==> src/rtl/wb_commit.sv <==
module wb_commit #(
  parameter int LANES    = 8,
  parameter int DW       = 32,
  parameter int AW       = 32,
  parameter int TAGW     = 5,
  parameter int QDEPTH   = 8,
  parameter int LINK_REG = 1
) (
  input  logic                  clk,
  input  logic                  rst_n,
  input  logic                  tag_push,
  input  logic [TAGW-1:0]       tag_in,
  input  logic                  in_valid,
  input  logic [3:0]            in_op,
  input  logic [1:0]            in_fmt,
  input  logic [TAGW-1:0]       in_dst,
  input  logic [DW-1:0]         in_s1,
  input  logic [DW-1:0]         in_s3,
  input  logic [LANES*DW-1:0]   in_v1,
  input  logic [LANES*DW-1:0]   in_v3,
  input  logic [DW-1:0]         in_aux,
  input  logic [AW-1:0]         in_target,
  output logic                  sa_we,
  output logic [TAGW-1:0]       sa_addr,
  output logic [DW-1:0]         sa_data,
  output logic                  sb_we,
  output logic [TAGW-1:0]       sb_addr,
  output logic [DW-1:0]         sb_data,
  output logic                  vw_we,
  output logic [TAGW-1:0]       vw_addr,
  output logic [LANES*DW-1:0]   vw_data,
  output logic                  pc_load,
  output logic [AW-1:0]         pc_value,
  output logic                  squash,
  output logic                  err_empty
);
  localparam int VW = LANES * DW;
  localparam int PW = $clog2(QDEPTH);
  localparam int CW = PW + 1;
  localparam logic [3:0] OP_NOP = 4'd0;
  localparam logic [3:0] OP_JAL = 4'd4;
  localparam logic [3:0] OP_POP = 4'd10;
  localparam logic [3:0] OP_CTL_LO = 4'd2;
  localparam logic [3:0] OP_CTL_HI = 4'd11;
  localparam logic [1:0] FMT_SV = 2'd1;
  localparam logic [1:0] FMT_VV = 2'd2;

  logic [TAGW-1:0] tags [QDEPTH];
  logic [PW-1:0]   rd_ptr, wr_ptr;
  logic [CW-1:0]   count;

  logic          fire, do_write, do_redir, is_pop, is_vec, is_ctl;
  logic [CW-1:0] need, got, left;
  logic          short_q, push_ok;
  logic [VW-1:0] merged;

  assign fire     = in_valid && (in_op != OP_NOP);
  assign is_pop   = (in_op == OP_POP);
  assign is_ctl   = (in_op >= OP_CTL_LO) && (in_op <= OP_CTL_HI);
  assign is_vec   = (in_fmt == FMT_SV) || (in_fmt == FMT_VV);
  assign do_write = fire && (in_dst != '0);
  assign do_redir = fire && (in_dst == '0) && is_ctl &&
                    !in_target[AW-1] && (in_target != '0);

  assign need    = !do_write ? CW'(0) : (is_pop ? CW'(2) : CW'(1));
  assign short_q = need > count;
  assign got     = short_q ? count : need;
  assign left    = count - got;
  assign push_ok = tag_push && (left < CW'(QDEPTH));

  for (genvar g = 0; g < LANES; g++) begin : g_lane
    assign merged[g*DW +: DW] =
      ((in_fmt == FMT_VV) && (in_aux == '0)) ? '0 :
      (DW'(g) < in_aux) ? in_v1[g*DW +: DW] : in_v3[g*DW +: DW];
  end

  always_ff @(posedge clk) begin
    if (!rst_n) begin
      sa_we <= 1'b0; sa_addr <= '0; sa_data <= '0;
      sb_we <= 1'b0; sb_addr <= '0; sb_data <= '0;
      vw_we <= 1'b0; vw_addr <= '0; vw_data <= '0;
      pc_load <= 1'b0; pc_value <= '0; squash <= 1'b0;
      err_empty <= 1'b0;
    end else begin
      sa_we   <= 1'b0;
      sb_we   <= 1'b0;
      vw_we   <= 1'b0;
      pc_load <= 1'b0;
      squash  <= 1'b0;
      if (short_q) err_empty <= 1'b1;
      if (do_write) begin
        if (is_pop && (count != '0)) begin
          sa_we   <= 1'b1;
          sa_addr <= tags[rd_ptr];
          sa_data <= in_s3;
        end
        if (is_vec) begin
          vw_we   <= 1'b1;
          vw_addr <= in_dst;
          vw_data <= merged;
        end else begin
          sb_we   <= 1'b1;
          sb_addr <= in_dst;
          sb_data <= in_s1;
        end
      end
      if (do_redir) begin
        pc_load  <= 1'b1;
        pc_value <= in_target;
        squash   <= 1'b1;
        if (in_op == OP_JAL) begin
          sa_we   <= 1'b1;
          sa_addr <= TAGW'(LINK_REG);
          sa_data <= in_aux + DW'(1);
        end
      end
    end
  end

  always_ff @(posedge clk) begin
    if (!rst_n) begin
      rd_ptr <= '0;
      wr_ptr <= '0;
      count  <= '0;
    end else if (do_redir) begin
      rd_ptr <= '0;
      wr_ptr <= '0;
      count  <= '0;
    end else begin
      rd_ptr <= rd_ptr + got[PW-1:0];
      if (push_ok) wr_ptr <= wr_ptr + PW'(1);
      count <= left + CW'(push_ok);
    end
  end

  always_ff @(posedge clk) begin
    if (push_ok && !do_redir) tags[wr_ptr] <= tag_in;
  end
endmodule

==> config.mk <==
export PLATFORM = sky130hd
export DESIGN_NAME = wb_commit
export DESIGN_NICKNAME = d
export VERILOG_FILES = /design/src/rtl/wb_commit.sv
export SDC_FILE = /design/constraint.sdc
export NUM_CORES = 1
export LEC_CHECK = 0
export ABC_AREA = 1
export BUFFER_PORTS_ARGS = -buffer_cell sky130_fd_sc_hd__buf_2
export CAP_MARGIN = 20
export CORE_AREA = 2 2 407 409
export CTS_CLUSTER_DIAMETER = 120
export DETAILED_ROUTE_END_ITERATION = 12
export DIE_AREA = 0 0 409 411
export HOLD_SLACK_MARGIN = 0.02
export SYNTH_ARGS = -nofsm -noshare
export SYNTH_HDL_FRONTEND = slang
export SYNTH_SLANG_ARGS = --single-unit
==> constraint.sdc <==
create_clock -name clk -period 4.01 [get_ports clk]
set_clock_uncertainty 0.2 [all_clocks]
set_input_delay 0.2005 -clock clk [delete_from_list [all_inputs] [get_ports clk]]
set_output_delay 0.2005 -clock clk [all_outputs]
set_load 0.005 [all_outputs]
# Word-level counts from Yosys, hierarchy flattened
# Memories as Yosys holds them, arrays and structs flattened. A register that Yosys moved wholly into a read port is not among the register bits.
# Cells that the tools add are included.
[classes]
bitwise = 2
mux = 37
n_lt_le_gt_ge = 12
add_sub_neg = 5
n_eq_ne = 4
reduce_logical = 24
[ops]
columns = ["op", "n"]
rows = [
  ["$mux W32", 20],
  ["$lt A3 B32 Y1 const A", 4],
  ["$lt A1 B32 Y1 const A", 2],
  ["$lt A2 B32 Y1 const A", 2],
  ["$add A32 B1 Y32 const B", 1],
  ["$logic_not A32 Y1", 1],
  ["$reduce_bool A32 Y1", 1],
  ["$mux W5", 4],
  ["$logic_and A1 B1 Y1", 11],
  ["$mux W1", 9],
  ["$reduce_bool A4 Y1", 2],
  ["$reduce_and A2 Y1", 3],
  ["$logic_not A5 Y1", 1],
  ["$reduce_bool A5 Y1", 1],
  ["$add A4 B1 Y4", 1],
  ["$eq A4 B3 Y1 const B", 1],
  ["$eq A4 B4 Y1 const B", 1],
  ["$ge A4 B2 Y1 const B", 1],
  ["$gt A2 B4 Y1", 1],
  ["$le A4 B4 Y1 const B", 1],
  ["$lt A4 B4 Y1 const B", 1],
  ["$mux W2", 2],
  ["$mux W4", 1],
  ["$sub A4 B4 Y4", 1],
  ["9 further kinds", 11],
]
[word_totals]
memories = 1
output_inout_bits = 373
reg_bits = 382
ram_bits = 40
in_bits = 660
[memory_table]
columns = ["name", "words", "word_bits", "read_ports", "rd_clocked_by_memory_dff", "write_ports", "line", "source"]
rows = [
  ["tags", 8, 5, 1, 1, 1, "48", "logic [TAGW-1:0] tags [QDEPTH];"],
]

# Longest topological paths before layout
# Gate-level depths: netlist (run 1).
[logic_depth]
word_depth = 12
mapped_depth = 23
depth_no_buf = 22

# Worst setup path before layout (run 1)
# Ideal clock, no wire load.
[synth_timing]
path_type = "in2reg"
startpoint = "in in_op[1]"
endpoint = "mem tags[6][0] (enable)"
arrival_time_ns = 3.425
t_required_ns = 3.470
setup_ns = 0.340
slack_ns = 0.045
stages = 19
cell_sequence = "nor2_1 > a21boi_1 > nand2_2 > inv_1 > buf_2 > nand2_1 > ha_1 > nand2_1 > o211ai_1 > o21ai_0 > inv_1 > ha_1 > inv_1 > o21ai_1 > xor2_1 > nand2_1 > or2_2 > or2_1 > nor2_1"
[synth_between]
elab_chain_cells = 12
elab_cells_between_ends = 22
classes_between = "add/sub: 1; order compare: 4; eq/ne: 1; mux: 5; reduce/logical: 11"
[synth_rtl]
columns = ["item", "line", "source"]
rows = [
  ["start, declared", "14", "input logic [3:0] in_op,"],
  ["$reduce_bool A4 Y1", "57", "assign fire = in_valid && (in_op != OP_NOP);"],
  ["$logic_and A1 B1 Y1", "57", ""],
  ["$logic_and A1 B1 Y1", "61", "assign do_write = fire && (in_dst != '0);"],
  ["$mux W2", "65", "assign need = !do_write ? CW'(0) : (is_pop ? CW'(2) : CW'(1));"],
  ["$gt A2 B4 Y1", "66", "assign short_q = need > count;"],
  ["$mux W4", "67", "assign got = short_q ? count : need;"],
  ["$sub A4 B4 Y4", "68", "assign left = count - got;"],
  ["$lt A4 B4 Y1", "69", "assign push_ok = tag_push && (left < CW'(QDEPTH));"],
  ["$logic_and A1 B1 Y1", "69", ""],
  ["$logic_and A1 B1 Y1 *", "137", "if (push_ok && !do_redir) tags[wr_ptr] <= tag_in;"],
  ["$mux W1 *", "137", ""],
  ["$mux W1 (not written as such) *", "137", ""],
  ["end, declared", "48", ""],
]
# Every way passes the cells marked *; elsewhere a longest branch is shown, timed or not.

# Final worst setup path (run 1)
[layout_timing]
startpoint = "in in_dst[0]"
endpoint = "mem tags[6][3] (enable)"
[layout_between]
elab_chain_cells = 11
elab_cells_between_ends = 17
classes_between = "add/sub: 1; order compare: 2; mux: 4; reduce/logical: 10"
[layout_rtl]
columns = ["item", "line", "source"]
rows = [
  ["start, declared", "16", "input logic [TAGW-1:0] in_dst,"],
  ["$reduce_bool A5 Y1", "61", ""],
  ["$logic_and A1 B1 Y1", "61", ""],
  ["$mux W2", "65", ""],
  ["$gt A2 B4 Y1", "66", ""],
  ["$mux W4", "67", ""],
  ["$sub A4 B4 Y4", "68", ""],
  ["$lt A4 B4 Y1", "69", ""],
  ["$logic_and A1 B1 Y1", "69", ""],
  ["$logic_and A1 B1 Y1 *", "137", ""],
  ["$mux W1 *", "137", ""],
  ["$mux W1 (not written as such) *", "137", ""],
]
# Marks and branches as above.

==> results.cfg, run 1 <==
[floorplan]
rows = 149
die-area_um2 = 168100
start_util_pct = 12.78
die_h_um = 411
core_um2 = 163900
ios = 1033
die_w_um = 409

[worst_setup_path]
start_kind = input pin
crit_fanout = 5
critPathMaxStageDelay_ns = 0.54
r2r_cells = 17
required_ns = 4.17
cp-end-kind = flop
path_cells = dlygate4sd3_1 -> buf_2 -> nor2_1 -> buf_4 -> nand3b_1 -> nand2_2 -> nor2_1 -> ha_1 -> inv_1 -> nor2_1 -> o211ai_1 -> buf_4 -> o21ai_2 -> inv_1 -> ha_1 -> inv_1 -> o21ai_2 -> xor2_1 -> nand2_1 -> or2_2 -> or2_4 -> nor2_1 -> buf_4
crit_type = input pin to flop
worstPathArrival_ns = 3.86
cp_slowest_cell = dlygate4sd3_1
crit_top_cell = nor2_1

[clock_network]
htree_levels = 2
cts_buffer_depth = 3
clkTransAtPathRegs_ns = 0.06
root_buffer = clkbuf_16
insertion_delay_ns = 0.65
numCtsBuffers = 56
cts_tree = done
cts.sinks = 422

[route]
finalWirelength_mm = 150.4
first_pass_iters = 9
drtAntennaViolNets = 0
drc = 0
avgRoutedWirePerCell_um = 21.54
num_vias = 28862
viasPerCell = 4.133
drt_iter0_drc = 2477

[placed_design]
gp_congestion = 0.9625
io_buffers = 1032
dp_slack_ns = 0.07222
dpl.hpwl_mm = 117.2

[cells_and_area]
final_cell_mix = buf_2, nand2_1, dlygate4sd3_1, nand3_1, dfxtp_1
regArea_um2 = 8848
drive_gt1_share_pct = 26.12
layout_commonest_cell = buf_2
multiInputGateArea_um2 = 10560
n_fill_cell = 18265
synthToLayoutAreaGrowth_pct = 78.30
finalNetCount = 5408

[sta]
setup_tns_ns = 0
slew_headroom_pct = 41.46
rsz0062_at_grt = false
worstMarginPinSlew_ns = 0.8761
finalSetupViolations = 0
finalCritPeriodShare_pct = 92.42
fin_ws_ns = 0.3041
report.final.slew_viol_count = 0
fmax_ghz = 0.2698
fin_crit_ns = 3.706
finalHoldViolCount = 0

[synthesis]
synth.top_cell.area_share_pct = 36.52
synth_cell_types = 36
synth.area.top_cells = dfxtp_1, nand2_1, nand3_1
syn_inst = 3111
synth_edf_count = 40
synth_seq_cells = 422
synth_area_per_cell_um2 = 6.730
synth_seq_area_share_pct = 42.26
syn_nets = 3784
synth_top_area_cell = dfxtp_1
synth_area_um2 = 20940
synth-async-reset-ratio_pct = 0
synth_warnings = 0
yosys_most_used_dff = dfxtp_1

[pwr]
leakage_nw = 16.76
pwr_density_cell_nw_per_um2 = 338.8
peakVddDrop_uv = 321.1

[grt]
grt_pass1_vias = 27626
grt_max_degree = 121
antenna_found_initial = 20
track_usage_pct = 16.81
grt_pass1_wl_mm = 204.1
grt-ovfl-total = 0

[min_path]
hp-class = input pin to flop
hold_depth = 4

[status]
status = finished, final reports clean

[flow_run]
cap_violations = 0
[layout make-up]
class                      instances  area share (%)
clock buffer                      67           4.025
multi-input combinational       2340           28.27
clock inverter                    31          0.8781
sequential                       422           23.70
antenna                           19          0.1274
tap                             2189           7.337
inverter                         108           1.126
timing repair buffer            1807           34.53
[Yosys cell counts, types with 2 or more instances]
cell / instances
a21oi_1: 323
buf_1: 16
buf_2: 88
buf_4: 9
buf_6: 23
clkbuf_1: 104
dfxtp_1: 382
edfxtp_1: 40
fa_1: 2
ha_1: 11
inv_1: 102
inv_2: 6
nand2_1: 1006
nand2_2: 3
nand3_1: 469
nand4_1: 8
nor2_1: 236
nor2_2: 7
nor2_4: 4
nor3_1: 17
o21ai_0: 184
o21ai_1: 28
o221ai_1: 8
xnor2_1: 9
xor2_1: 15
[path summary, 6_finish.rpt]
| kind | slack, ns | endpoint | from |
|---|---|---|---|
| min | 0.07 | sa_data[3] | in_aux[3] |
| max | 0.30 | tags[6][3] | in_dst[0] |
| max reg2reg | 0.63 | tags[6][3] | count[1] |
| min reg2reg | 0.23 | pc_value[31] | pc_value[31] |
[timing repair]
action | in CTS | in global routing
endpoints found under the setup margin | 0 | 40
hold buffers | 687 | 0
gates resized for setup | 0 | 6
hold endpoints to repair | 406 | 0
setup buffers | 0 | 3
[critical path, delay by kind of cell]
family          cells  cell delay (ns)
xor+xnor            1             0.19
compound gates      3             0.37
buf+inv             8             1.32
fa+ha+maj           2             0.55
simple gates        9             1.24
[per-stage QoR]
step	total power [mW]	std cells	util (%)	area (µm²)	hold slack, ns
2_1_floorplan	5.764	3111	-	20940	0.09937
3_3_place_gp	7.089	6176	17.41	28530	0.2172
3_5_place_dp	7.088	6176	17.41	28530	0.2197
4_1_cts	12.81	6961	22.73	37240	0.02197
5_1_grt	13.25	6969	22.76	37300	0.06247
6_report	12.65	6983	22.78	37330	0.07260
[registers in the layout, summed over array words and instances, names as in the netlist, 4 cells and up]
name      cells
sa_addr       5
vw_data     256
count         4
sa_data      32
pc_value     32
vw_addr       5
tags         40
sb_addr       5
sb_data      32
[report_power, final]
group | total (mW) | switching [mW] | internal, mW
Clock | 5.13 | 2.20 | 2.93
Sequential | 4.69 | 0.155 | 4.53
Combinational | 2.83 | 1.52 | 1.30
Total | 12.6 | 3.88 | 8.77
[kinds of logic (layout without fill, tap and decap cells)]
logic type,Yosys count,count (layout),share of synthesized area [%]
AO/OA/AOI/OAI,547,547,13.26
XOR/XNOR,24,24,1.004
adder cells (fa/ha/maj),13,13,0.8486
buffers and inverters,349,2013,7.775
flip-flops,422,422,42.26
other,0,19,0
AND/OR/NAND/NOR,1756,1756,34.85
[per-layer routing]
metal,global-route usage (%),part of all wire [%],up-vias
met5,0,0.027,-
met4,8.525,5.6,6
met3,3.414,7.8,312
met2,27.13,45,1520
met1,21.16,42,13538
li1,-,-,13486
No activity file was read; power rests on OpenSTA's default activity.
==> inputs of run 2 (changes only) <==
Settings changed: CELL_PAD_IN_SITES_DETAIL_PLACEMENT set to 1, CELL_PAD_IN_SITES_GLOBAL_PLACEMENT set to 2, CORE_AREA 2 2 407 409 to 2 2 403 405, DIE_AREA 0 0 409 411 to 0 0 405 407, PLACE_DENSITY_LB_ADDON set to 0.1.
==> run 2 against run 1 <==
Final area about the same. Via count down 4.0%. Wire length up 1.3%. Sequential share of layout area about the same. Setup slack worse by 0.055 ns. Utilization up 0.53 points. Maximum frequency down 1.5%. Non-clock buffer count down 13.
==> results.cfg, run 2 (synthesized netlist as in run 1, its figures left out) <==
[status]
status = finished, final reports clean

[clock_network]
insertion_delay_ns = 0.68
cts_tree = done
cts_buffer_depth = 3
numCtsBuffers = 61
cts.sinks = 422
clkTransAtPathRegs_ns = 0.06
htree_levels = 2
root_buffer = clkbuf_16

[worst_setup_path]
crit_top_cell = nor2_1
path_delay_family = simple AND/OR/NAND/NOR gates
required_ns = 4.20
critPathBufInv = 7
cp-end-kind = flop
critPathMaxStageDelay_ns = 0.53
crit_type = input pin to flop
crit_start = in_dst[0]
start_kind = input pin
path_cells = dlygate4sd3_1 -> buf_2 -> nor2_1 -> nand3b_1 -> buf_4 -> nand2_4 -> nor2_1 -> ha_1 -> inv_1 -> nor2_1 -> o211ai_1 -> nand2_1 -> o21ai_2 -> inv_1 -> ha_1 -> inv_1 -> o21ai_1 -> xor2_1 -> nand2_1 -> or2_2 -> or2_4 -> nor2_1 -> buf_4
crit_fanout = 5
cp_slowest_cell = dlygate4sd3_1
worstPathArrival_ns = 3.95
regToRegStartpoint = count[1]

[floorplan]
core_um2 = 160200
die_h_um = 407
ios = 1033
start_util_pct = 13.07
rows = 147
die-area_um2 = 164800
die_w_um = 405

[pwr]
pwr_density_cell_nw_per_um2 = 348.8
peakVddDrop_uv = 374.7
leakage_nw = 16.85

[route]
avgRoutedWirePerCell_um = 21.90
first_pass_iters = 5
drc = 0
viasPerCell = 3.985
drt_iter0_drc = 1142
num_vias = 27715
finalWirelength_mm = 152.3
drtAntennaViolNets = 0

[cells_and_area]
drive_gt1_share_pct = 25.80
final_cell_mix = buf_2, nand2_1, dlygate4sd3_1, nand3_1, dfxtp_1
stdcell_area_um2 = 37340
largest_reg_flops = 256
stdcell_count = 6954
largestRegisters = vw_data (256), tags (40)
final_util_pct = 23.31
finalNetCount = 5400
synthToLayoutAreaGrowth_pct = 78.35
layout_commonest_cell = buf_2
largest_register = vw_data
n_fill_cell = 19667

[sta]
fin_crit_ns = 3.761
worstMarginPinSlew_ns = 0.8437
slew_headroom_pct = 43.75
finalSetupViolations = 0
fmax_ghz = 0.2659
finalHoldViolCount = 0
fin_ws_ns = 0.2492
finalCritPeriodShare_pct = 93.78
report.final.slew_viol_count = 0

[placed_design]
dpl.hpwl_mm = 113.9
place_inst = 6131
dp_slack_ns = -0.01039
io_buffers = 1032
postPlaceCellArea_um2 = 28310
gp_congestion = 0.7820

[flow_run]
cap_violations = 0

[grt]
track_usage_pct = 17.64
grt-ovfl-total = 0
grt_max_degree = 132
grt_pass1_wl_mm = 212.8
antenna_found_initial = 75
grt_pass1_vias = 29119

[min_path]
hp-class = input pin to flop
worstHoldStart = in_target[4]
==> run 2: changes by cell type in the layout (fill, tap and decap cells not counted), moves of 4 or more <==
cell	previous run	this run
buf_4	73	59
clkbuf_1	5	13
clkbuf_16	56	62
clkinv_2	9	14
clkbuf_8	6	10
clkinv_1	2	6
diode_2	19	15
dlygate4sd3_1	687	691
inv_6	4	0
nand2_2	7	3
nor2_2	2	6
==> run 2: worst reg2reg max path: stages, from the launching register on <==
cell      delay [ns]
dfxtp_1         0.35
inv_1           0.11
ha_1            0.32
inv_1           0.05
nor2_1          0.08
o211ai_1        0.14
buf_4           0.17
o21ai_2         0.12
inv_1           0.06
ha_1            0.27
inv_1           0.04
o21ai_1         0.14
xor2_1          0.20
nand2_1         0.11
or2_2           0.30
or2_4           0.26
nor2_1          0.10
buf_4           0.15
==> run 2: final cells by class <==
class                           instances  area [µm²]  area share [%]
Inverter                              108       420.4           1.126
Antenna cell                           15       37.54          0.1005
Clock inverter                         30       302.8          0.8109
Sequential cell                       422        8848           23.70
Multi-Input combinational cell       2340       10530           28.19
Timing Repair Buffer                 1794       12760           34.18
Tap cell                             2160        2703           7.237
Clock buffer                           85        1738           4.654
==> run 2: final timing paths <==
kind                                endpoint  slack, ns  cells past startpoint
worst max-delay path              tags[0][0]       0.25                     23
worst min register to register  pc_value[31]       0.23                      2
worst min-delay path             pc_value[4]       0.14                      4
worst max register to register    tags[0][0]       0.56                     17
==> run 2: routing by layer <==
layer	GRT usage, %	routed length, µm
met1	20.77	62960
met2	31.32	74910
met3	5.180	10440
met4	3.947	3556
met5	0	437
==> run 2: stage by stage <==
step	total power [mW]	hold slack [ns]	setup TNS (ns)
5_1_grt	13.81	0.09902	-0.04783
4_1_cts	13.34	0.05772	0
2_1_floorplan	5.764	0.09937	0
6_report	13.02	0.1363	0
3_3_place_gp	7.018	0.2134	-0.7250
3_5_place_dp	6.999	0.2216	-0.1154
==> run 2: power by group <==
part	total, mW	switching [mW]	internal [mW]
sequential	4.70	0.165	4.53
clock	5.60	2.33	3.27
combinational	2.73	1.42	1.30
==> run 2: timing repair <==
item | 4_1_cts | 5_1_grt
setup endpoints to repair | 0 | 43
setup buffers | 0 | 2
endpoints found under the hold margin | 409 | 0
resized for setup | 0 | 7
hold buffers | 691 | 0
==> inputs of run 3 (changes only) <==
--- a/config.mk
+++ b/config.mk
@@ -21 +21,2 @@
 export SYNTH_SLANG_ARGS = --single-unit
+export TNS_END_PERCENT = 20
==> constraint.sdc (replaced) <==
create_clock -name clk -period 4.01 [get_ports clk]
set_clock_uncertainty 0.2 [all_clocks]
set_input_delay 0.802 -clock clk [delete_from_list [all_inputs] [get_ports clk]]
set_output_delay 0.802 -clock clk [all_outputs]
set_load 0.005 [all_outputs]
==> run 3 against run 2 <==
Clock-buffer cell count increased by 2. Register-to-register slack got worse by 0.08 ns. Sequential cell count unchanged. Wire length decreased by 2.8%. Clock power increased by 2%. Setup slack got worse by 0.14 ns. Global-route usage decreased by 0.63 points. Largest power group unchanged.
==> results.cfg, run 3 (synthesized netlist as in run 1, its figures left out) <==
[status]
status = finished, final reports clean

[floorplan]
rows = 147
die_w_um = 405
die_h_um = 407
start_util_pct = 13.07
ios = 1033
die-area_um2 = 164800
core_um2 = 160200

[pwr]
pwr_density_cell_nw_per_um2 = 411.0
pwr-share-clk_pct = 44.9
peakVddDrop_uv = 382.3
p_int_mw = 8.821
p_sw_mw = 3.835
swShare_pct = 30.31
leakage_nw = 13.93
p_comb_share_pct = 17.9
seqPwrFrac_pct = 37.2

[route]
wl_met3_mm = 11.85
top_layer_used = met5
drt_iter0_drc = 1069
wl_met2_mm = 71.18
drtAntennaViolNets = 0
viasPerCell = 3.982
first_pass_iters = 5
finalWirelength_mm = 148.0
num_vias = 25044
drc = 0
m1WireLength_mm = 60.88
avgRoutedWirePerCell_um = 23.53

[sta]
finalCritPeriodShare_pct = 97.25
slew_headroom_pct = 40.03
worstMarginPinSlew_ns = 0.8996
fin_crit_ns = 3.900
report.final.slew_viol_count = 0
finalSetupViolations = 0
fmax_ghz = 0.2564
finalHoldViolCount = 0
timing.hold.ws_ns = 0.1907
setup_tns_ns = 0

[clock_network]
clkTransAtPathRegs_ns = 0.06
cts_buffer_depth = 3
cts.sinks = 422
cts_tree = done
htree_levels = 2
root_buffer = clkbuf_16
insertion_delay_ns = 0.67
numCtsBuffers = 61

[flow_run]
cap_violations = 0

[cells_and_area]
largest_register = vw_data
synthToLayoutAreaGrowth_pct = 47.07
final_cell_mix = buf_2, nand2_1, nand3_1, dfxtp_1, a21oi_1
largest_reg_flops = 256
n_fill_cell = 19705
layout_commonest_cell = buf_2
stdcell_count = 6290
finalNetCount = 4731
final_util_pct = 19.22
drive_gt1_share_pct = 30.86
largestRegisters = vw_data (256), tags (40)

[placed_design]
io_buffers = 1032
place_inst = 6152
gp_congestion = 0.7923
dpl.hpwl_mm = 114.7

[worst_setup_path]
start_kind = input pin
worstPathArrival_ns = 4.06
cp-end-kind = flop
crit_fanout = 5
crit_type = input pin to flop
required_ns = 4.17

[grt]
track_usage_pct = 17.01
antenna_found_initial = 94
grt_pass1_wl_mm = 201.0
grt_max_degree = 101
grt-ovfl-total = 0
grt_pass1_vias = 25603

[min_path]
hp-class = input pin to flop
## run 3: path summary, 6_finish.rpt
path | to | depth (start not counted) | slack [ns] | from
min reg2reg | pc_value[31] | 2 | 0.23 | pc_value[31]
min | pc_value[24] | 3 | 0.19 | in_target[24]
max | tags[4][3] | 21 | 0.11 | in_dst[0]
max reg2reg | tags[4][3] | 16 | 0.48 | count[1]
## run 3: area by class of cell
class | count | area [µm²] | area share (%)
antenna | 21 | 52.55 | 0.1707
clock buffer | 87 | 1755 | 5.701
clock inverter | 27 | 316.6 | 1.028
inverter | 108 | 420.4 | 1.365
multi-input combinational | 2340 | 10590 | 34.40
sequential | 422 | 8848 | 28.74
tap | 2160 | 2703 | 8.777
timing repair buffer | 1125 | 6105 | 19.82
## run 3: repair_timing
item	CTS	global route
gates resized for setup	0	1
hold buffers	0	0
setup buffers	0	3
hold endpoints to repair	0	0
setup endpoints to repair	0	31
## run 3: through the flow
| step | total power [mW] | worst slack [ns] | cell area, µm² |
|---|---|---|---|
| global placement | 7.117 | -0.5594 | 28640 |
| finish | 12.66 | 0.1102 | 30790 |
| detailed placement | 7.098 | -0.5947 | 28640 |
| CTS | 12.99 | 0.1375 | 30710 |
| global route | 13.40 | -0.02655 | 30760 |
| floorplan | 5.813 | -0.1660 | 21030 |
## run 3: worst max-delay path, cell delays in order
cell,delay (ns)
buf_2,0.12
nor2_4,0.18
nand3b_1,0.13
buf_6,0.16
nand2_2,0.09
nor2_2,0.06
ha_1,0.31
buf_4,0.14
nand2_1,0.05
o211ai_1,0.12
buf_4,0.17
o21ai_2,0.14
inv_1,0.06
ha_1,0.27
inv_1,0.04
o21ai_1,0.15
xor2_1,0.20
nand2_1,0.12
or2_4,0.26
or2_4,0.28
nor2_4,0.20
## run 3: power groups by stage
stage          registers (mW)  logic, mW  clock network [mW]
2_1_floorplan            4.76       1.05                   0
3_3_place_gp             4.80       2.32                   0
3_5_place_dp             4.80       2.30                   0
4_1_cts                  4.71       2.31                5.97
5_1_grt                  4.74       2.56                6.11
6_report                 4.70       2.26                5.69
## run 3: per-layer routing
layer	GRT usage (%)	vias up
li1	-	12162
met1	20.13	11766
met2	29.16	799
met3	5.925	253
met4	4.248	64
met5	0	-
